`config.mk`:
```
export PLATFORM = sky130hd
export DESIGN_NAME = vram_win_xlat
export DESIGN_NICKNAME = d
export VERILOG_FILES = /design/src/rtl/vram_win_pkg.sv /design/src/rtl/vram_win_sel.sv /design/src/rtl/vram_win_add.sv /design/src/rtl/vram_win_oreg.sv /design/src/rtl/vram_win_xlat.sv
export SDC_FILE = /design/constraint.sdc
export NUM_CORES = 1
export LEC_CHECK = 0
export BUFFER_PORTS_ARGS = -buffer_cell sky130_fd_sc_hd__buf_2
export CAP_MARGIN = 20
export CORE_MARGIN = 8
export CORE_UTILIZATION = 44
export CTS_CLUSTER_SIZE = 40
export DETAILED_ROUTE_END_ITERATION = 16
export MAX_ROUTING_LAYER = met4
export PLACE_DENSITY = 0.81
export SLEW_MARGIN = 20
export SYNTH_ARGS = -nofsm -noshare
export SYNTH_HDL_FRONTEND = slang
export SYNTH_SLANG_ARGS = --single-unit
```
`constraint.sdc`:
```
create_clock -name clk_i -period 1.32 [get_ports clk_i]
set_clock_uncertainty 0.2 [all_clocks]
set_input_delay 0 -clock clk_i [delete_from_list [all_inputs] [get_ports clk_i]]
set_output_delay 0 -clock clk_i [all_outputs]
set_load 0.05 [all_outputs]
```
`src/rtl/vram_win_pkg.sv`:
```
package vram_win_pkg;
  parameter int unsigned AP_W    = 16;
  parameter int unsigned BANK_W  = 8;
  parameter int unsigned MEM_W   = 20;
  parameter int unsigned GRAN_LG = 12;

  typedef enum logic {
    BANK_A = 1'b0,
    BANK_B = 1'b1
  } bank_sel_e;
endpackage

```
`src/rtl/vram_win_sel.sv`:
```
module vram_win_sel #(
  parameter int unsigned AP_W   = 16,
  parameter int unsigned BANK_W = 8
) (
  input  logic [AP_W-1:0]   ap_off_i,
  input  logic [BANK_W-1:0] bank_a_i,
  input  logic [BANK_W-1:0] bank_b_i,
  input  logic              dual_en_i,
  output logic [BANK_W-1:0] bank_o,
  output vram_win_pkg::bank_sel_e sel_o
);
  localparam int unsigned HALF_BIT = AP_W - 1;

  logic lower_half;
  assign lower_half = ~ap_off_i[HALF_BIT];

  always_comb begin
    if (dual_en_i && lower_half) begin
      sel_o  = vram_win_pkg::BANK_B;
      bank_o = bank_b_i;
    end else begin
      sel_o  = vram_win_pkg::BANK_A;
      bank_o = bank_a_i;
    end
  end
endmodule

```
`src/rtl/vram_win_add.sv`:
```
module vram_win_add #(
  parameter int unsigned AP_W    = 16,
  parameter int unsigned BANK_W  = 8,
  parameter int unsigned MEM_W   = 20,
  parameter int unsigned GRAN_LG = 12
) (
  input  logic [AP_W-1:0]   ap_off_i,
  input  logic [BANK_W-1:0] bank_i,
  output logic [MEM_W-1:0]  mem_off_o
);
  localparam int unsigned SH_W = BANK_W + GRAN_LG;

  logic [SH_W-1:0]  bank_sh;
  logic [MEM_W-1:0] bank_ext;
  logic [MEM_W-1:0] ap_ext;

  // full aperture offset is added: upper half keeps its 8000h weight
  assign bank_sh   = {bank_i, {GRAN_LG{1'b0}}};
  assign bank_ext  = MEM_W'(bank_sh);
  assign ap_ext    = MEM_W'(ap_off_i);
  assign mem_off_o = ap_ext + bank_ext;
endmodule

```
`src/rtl/vram_win_oreg.sv`:
```
module vram_win_oreg #(
  parameter int unsigned MEM_W   = 20,
  parameter bit          REG_OUT = 1'b1
) (
  input  logic                    clk_i,
  input  logic                    rst_ni,
  input  logic                    req_i,
  input  logic [MEM_W-1:0]        mem_off_i,
  input  vram_win_pkg::bank_sel_e sel_i,
  output logic [MEM_W-1:0]        mem_off_o,
  output vram_win_pkg::bank_sel_e sel_o
);
  if (REG_OUT) begin : g_reg
    logic [MEM_W-1:0]        off_q;
    vram_win_pkg::bank_sel_e sel_q;

    always_ff @(posedge clk_i or negedge rst_ni) begin
      if (!rst_ni) begin
        off_q <= '0;
        sel_q <= vram_win_pkg::BANK_A;
      end else if (req_i) begin
        off_q <= mem_off_i;
        sel_q <= sel_i;
      end
    end

    assign mem_off_o = off_q;
    assign sel_o     = sel_q;
  end else begin : g_comb
    logic unused_ok;
    assign unused_ok = clk_i ^ rst_ni ^ req_i;
    assign mem_off_o = mem_off_i;
    assign sel_o     = sel_i;
  end
endmodule

```
`src/rtl/vram_win_xlat.sv`:
```
module vram_win_xlat #(
  parameter int unsigned AP_W    = vram_win_pkg::AP_W,
  parameter int unsigned BANK_W  = vram_win_pkg::BANK_W,
  parameter int unsigned MEM_W   = vram_win_pkg::MEM_W,
  parameter int unsigned GRAN_LG = vram_win_pkg::GRAN_LG,
  parameter bit          REG_OUT = 1'b1
) (
  input  logic              clk_i,
  input  logic              rst_ni,
  input  logic              req_i,
  input  logic [AP_W-1:0]   ap_off_i,
  input  logic [BANK_W-1:0] bank_a_i,
  input  logic [BANK_W-1:0] bank_b_i,
  input  logic              dual_en_i,
  output logic [MEM_W-1:0]  mem_off_o,
  output logic              bank_sel_o
);
  logic [BANK_W-1:0]       bank_act;
  vram_win_pkg::bank_sel_e sel_c;
  vram_win_pkg::bank_sel_e sel_r;
  logic [MEM_W-1:0]        off_c;

  vram_win_sel #(
    .AP_W  (AP_W),
    .BANK_W(BANK_W)
  ) u_sel (
    .ap_off_i (ap_off_i),
    .bank_a_i (bank_a_i),
    .bank_b_i (bank_b_i),
    .dual_en_i(dual_en_i),
    .bank_o   (bank_act),
    .sel_o    (sel_c)
  );

  vram_win_add #(
    .AP_W   (AP_W),
    .BANK_W (BANK_W),
    .MEM_W  (MEM_W),
    .GRAN_LG(GRAN_LG)
  ) u_add (
    .ap_off_i (ap_off_i),
    .bank_i   (bank_act),
    .mem_off_o(off_c)
  );

  vram_win_oreg #(
    .MEM_W  (MEM_W),
    .REG_OUT(REG_OUT)
  ) u_oreg (
    .clk_i    (clk_i),
    .rst_ni   (rst_ni),
    .req_i    (req_i),
    .mem_off_i(off_c),
    .sel_i    (sel_c),
    .mem_off_o(mem_off_o),
    .sel_o    (sel_r)
  );

  assign bank_sel_o = (sel_r == vram_win_pkg::BANK_B);
endmodule

```
## Word level (Yosys, flattened, before mapping)

Index checks and enable logic that the tools add are counted.

- Flip-flop bits (word level): 21
- Bits in latches: 0
- Memory bits (writable): 0
- Bits in read-only memories: 0
- Input bits: 36
- Output and inout port bits: 21
- Logic and storage cells: 7
- Memories: 0

- $add $sub $neg: 1
- Multiply operators: 0
- Div/mod/pow operators: 0
- $lt $le $gt $ge: 0
- Eq/ne operators: 0
- Shifts and indexed selects: 0
- Multiplexer cells: 2
- Bitwise operators: 1
- Reductions and logical operators: 1

Operators by type and width:

| operator | number |
|---|---|
| adder 16 x 20 -> 20 bit | 1 |
| two-way mux 8 bit | 1 |
| logical AND 1 bit | 1 |
| two-way mux 1 bit | 1 |
| inverter 1 bit | 1 |

## Logic depth before layout (Yosys ltp)

- Word-level depth: 4
- Depth in mapped cells: 9
- Mapped depth without buffers: 8

## Modules after synthesis

Synthesis repeated with hierarchy kept, for this count alone.

- Cells, all modules: 95
- Area, all modules: 1320.0 µm²

Modules (own cells, without submodules):

| module | instances | cells each | area each (µm²) | sequential area each (µm²) |
|---|---|---|---|---|
| vram_win_oreg | 1 | 44 | 859.6 | 525.5 |
| vram_win_add | 1 | 40 | 311.5 | 0.0 |
| vram_win_sel | 1 | 11 | 148.9 | 0.0 |

## Worst setup path after synthesis

OpenSTA, ideal clock, no wires.

- Kind: input-to-reg
- Start point: input dual_en_i
- End point: register u_oreg.g_reg.off_q[18] (netlist: u_oreg.mem_off_o[18])
- Library setup time: 120 ps
- Data arrival time: 1933 ps
- Required time: 1000 ps
- Path slack: -934 ps
- Stages on the path: 9
- Path buffers: 1
- Cells stage by stage: nor2b_4 -> buf_6 -> mux2_2 -> ha_1 -> fa_1 -> a21o_1 -> a21oi_1 -> o21ai_0 -> a31o_2

- Longest elaborated chain between the ends: 3

RTL lines:

| element | RTL line | RTL |
|---|---|---|
| start: declaration | vram_win_xlat.sv:14 | `input logic dual_en_i,` |
| logical AND 1 bit | vram_win_sel.sv:18 | `if (dual_en_i && lower_half) begin` |
| two-way mux 8 bit | vram_win_sel.sv:18 |  |
| adder 16 x 20 -> 20 bit | vram_win_add.sv:21 | `assign mem_off_o = ap_ext + bank_ext;` |
| end signal: assignment | vram_win_oreg.sv:22 | `off_q <= mem_off_i;` |
| end: declaration | vram_win_oreg.sv:14 | `logic [MEM_W-1:0] off_q;` |

Every way passes these cells.
A chain may end at the register's enable or synchronous reset.

## Worst setup path in the final report

- Start point: input ap_off_i[15]
- End point: register u_oreg.g_reg.off_q[18] (netlist: u_oreg.mem_off_o[18])

- Longest elaborated chain between the ends: 4

RTL lines:

| element | RTL line | RTL |
|---|---|---|
| start: declaration | vram_win_xlat.sv:11 | `input logic [AP_W-1:0] ap_off_i,` |
| inverter 1 bit | vram_win_sel.sv:15 | `assign lower_half = ~ap_off_i[HALF_BIT];` |
| logical AND 1 bit | vram_win_sel.sv:18 |  |
| two-way mux 8 bit | vram_win_sel.sv:18 |  |
| adder 16 x 20 -> 20 bit (*) | vram_win_add.sv:21 |  |

Every way passes the cells marked *; elsewhere a longest branch is shown, timed or not.

==> flow_metrics.py <==
metrics = {
    "floorplanning": {
        "die_h_um": 65.91,
        "core_area_sq_mm": 0.002410,
        "die_w_um": 65.91,
        "num_rows": 18,
        "start_util": 0.4548,
        "num_io_pins": 57,
        "die_area_sq_mm": 0.004344,
    },
    "sta": {
        "hold_slack_ns": -0.1057,
        "setup_viol": 7,
        "worst_pin_slew_ns": 0.4732,
        "fin_ws_ns": -0.5753,
        "min_period_ns": 1.895,
        "rsz0062_at_grt": "true",
        "slew_headroom": 0.6846,
        "fmax_ghz": 0.5276,
        "min_period_over_period": 1.436,
        "hold_violations": 3,
        "drv_slew": 0,
        "setup_tns_ns": -3.124,
    },
    "final_layout": {
        "instances_no_fill": 205,
        "area_growth_pct": 76.26,
        "drive_gt1_frac": 0.6743,
        "final_cell_mix": "54 x buf_2, 21 x dfrtp_1, 17 x dlygate4sd3_1",
        "final_common_cell": "buf_2",
        "nets": 217,
        "final_area_sq_mm": 0.001932,
        "num_antenna_cells": 0,
    },
    "placement": {
        "place_area_sq_mm": 0.001565,
        "io_buffers": 56,
        "dp.cells": 178,
        "place_congestion": 0.8097,
        "hpwlAfterDp_um": 2418,
    },
    "clock_tree": {
        "cts_tree": "built",
        "clk_pin_slew_ns": 0.11,
        "root_buffer": "clkbuf_4",
        "clk_latency_ns": 0.30,
        "cts_max_level": 1,
        "cts_hold_buffers": 17,
        "cts_buffers": 3,
        "cts_max_path_buffers": 2,
        "cts_sinks": 21,
    },
    "worst_setup_path": {
        "crit_path_end_kind": "flip-flop",
        "worstSetupPathType": "input port to flip-flop",
        "critPathLaunchType": "input port",
        "crit_start": "ap_off_i[15]",
        "worst-path-max-fanout": 4,
        "rrSetupSlack_ns": 0.27,
        "endpoint": "u_oreg.mem_off_o[18]",
        "r2r_end": "u_oreg.mem_off_o[18]",
        "required_ns": 1.37,
        "cp_data_arrival_time_ns": 1.95,
        "reg2reg_depth": 2,
        "worstReg2RegStart": "u_oreg.mem_off_o[18]",
    },
    "global_routing": {
        "grt_pass1_wl_um": 5561,
        "grt_pass1_vias": 1204,
        "grt_max_degree": 22,
        "antenna_found_initial": 0,
        "track_usage": 0.1670,
        "grt_overflow": 0,
    },
    "synth": {
        "syn_inst": 84,
        "synth-simple-area-share": 0.07078,
        "synthesis.nets": 125,
        "yosysSeqAreaShare": 0.4795,
        "synth_edf_count": 0,
        "yosysTopAreaCell": "dfrtp_1",
        "synth_top_area_share": 0.4795,
        "yosys.area_share.xor_xnor": 0.01598,
        "async_reset_ff_frac": 1.000,
        "avgSynthCellArea_sq_um": 13.05,
        "yosysWarnings": 0,
        "synth_mux_area_frac": 0.2568,
        "ys.flop_type": "dfrtp_1",
        "syn_area_sq_mm": 0.001096,
        "ys_ff_latch": 21,
        "netlist_top_cells_area": "dfrtp_1 48%, mux2_2 22%, ha_1 4.6%",
        "synth_fa_ha_area_frac": 0.06393,
        "synth_compound_area_frac": 0.09247,
        "synth_top_family_by_area": "multiplexers",
        "synth_cell_types": 28,
    },
    "pwr": {
        "power_frac_seq": 0.376,
        "comb_power_share": 0.474,
        "vdd_ir_drop_max_mv": 0.8921,
        "p_leak_nw": 0.9307,
        "pwr_density_cell_mw_per_mm2": 1062,
        "power.switching_w": 0.0008060,
        "power.total_w": 0.002051,
        "swShare": 0.3929,
        "internal-power_w": 0.001245,
        "power.share.clock": 0.150,
    },
    "routing": {
        "drtPass1Iterations": 4,
        "drc": 0,
        "routed_wl_um": 3614,
        "drt_iter0_markers": 17,
        "ant_nets": 0,
        "wl_per_cell_um": 17.63,
        "vias": 1032,
        "vias_per_cell": 5.034,
    },
    "run_status": {
        "status": "finished, violations left",
        "failed_checks": "hold timing, setup timing",
    },
    "run": {
        "drv_cap": 0,
    },
    "min_path": {
        "hp-class": "input port to flip-flop",
    },
}
layer usage:
| metal | wire length, um | global-route usage |
|---|---|---|
| met3 | 154 | 0.02542 |
| met5 | 0 | - |
| met1 | 1332 | 0.1769 |
| met4 | 31 | 0.05995 |
| met2 | 2095 | 0.3045 |
worst min path at each step:
stage | start | end | slack, ns | depth (start not counted)
finish | ap_off_i[12] | u_oreg.mem_off_o[12] | -0.11 | 3
global route | ap_off_i[12] | u_oreg.mem_off_o[12] | -0.10 | 3
CTS | ap_off_i[12] | u_oreg.mem_off_o[12] | -0.1 | 3
detailed placement | rst_ni | u_oreg.mem_off_o[1] | -0.23 | 1
global placement | rst_ni | u_oreg.mem_off_o[4] | -0.23 | 1
floorplan | rst_ni | u_oreg.mem_off_o[0] | -0.50 | 0
what timing repair did:
action,in CTS,in global routing
hold endpoints to repair,39,3
pin swaps,14,14
setup endpoints to repair,7,7
resized for setup,11,14
setup buffers,5,3
cell type report:
| class | instances | area [sq um] |
|---|---|---|
| Multi-Input combinational cell | 59 | 716.9 |
| Timing Repair Buffer | 91 | 624.3 |
| Sequential cell | 21 | 525.5 |
| Fill cell | 142 | 478.0 |
| Tap cell | 30 | 37.54 |
| Clock buffer | 3 | 22.52 |
| Clock inverter | 1 | 5.005 |
cells by family (layout without fill, tap and decap cells):
logic type | after synthesis | count (layout)
buffers and inverters | 4 | 95
multiplexers | 25 | 25
AO/OA/AOI/OAI | 15 | 15
flip-flops | 21 | 21
adder cells (fa/ha/maj) | 5 | 5
AND/OR/NAND/NOR | 12 | 12
XOR/XNOR | 2 | 2
critical path, stage by stage:
cell	delay, ns
buf_8	0.10
nor2b_4	0.19
mux2_4	0.34
ha_4	0.18
fa_2	0.40
a21o_1	0.20
a21oi_4	0.16
buf_6	0.14
or3_4	0.12
a31o_4	0.12
cell usage after synthesis, types with 2 or more instances:
cell type   n
ha_1        4
nand2_1     2
clkbuf_1    3
nor2_1      2
xnor2_1     2
mux2i_1     3
mux2_2     21
a21o_1      2
dfrtp_1    21
nor2b_1     2
a21oi_1     5
sequential cells by signal (all words and copies together) (netlist names):
register	flops
u_oreg.mem_off_o	20
u_oreg.sel_o	1
power groups by stage:
stage / logic [W] / registers (W) / clock network (W)
2_1_floorplan: 0.000248 / 0.00108 / 0
3_3_place_gp: 0.000781 / 0.000775 / 0
3_5_place_dp: 0.000805 / 0.000779 / 0
4_1_cts: 0.000901 / 0.000768 / 0.000301
5_1_grt: 0.00103 / 0.000783 / 0.000338
6_report: 0.000971 / 0.000771 / 0.000308
metrics by stage:
step | hold WS, ns | setup WS [ns] | utilization
after CTS | -0.09884 | -0.5648 | 0.7700
after detailed placement | -0.2300 | -0.9475 | 0.6495
after global routing | -0.1000 | -0.6315 | 0.8017
final | -0.1057 | -0.5753 | 0.8017
after global placement | -0.2341 | -0.8532 | 0.6495
after floorplan | -0.4956 | -0.7538 | -
Note: power is estimated with default switching activity, not from simulation.
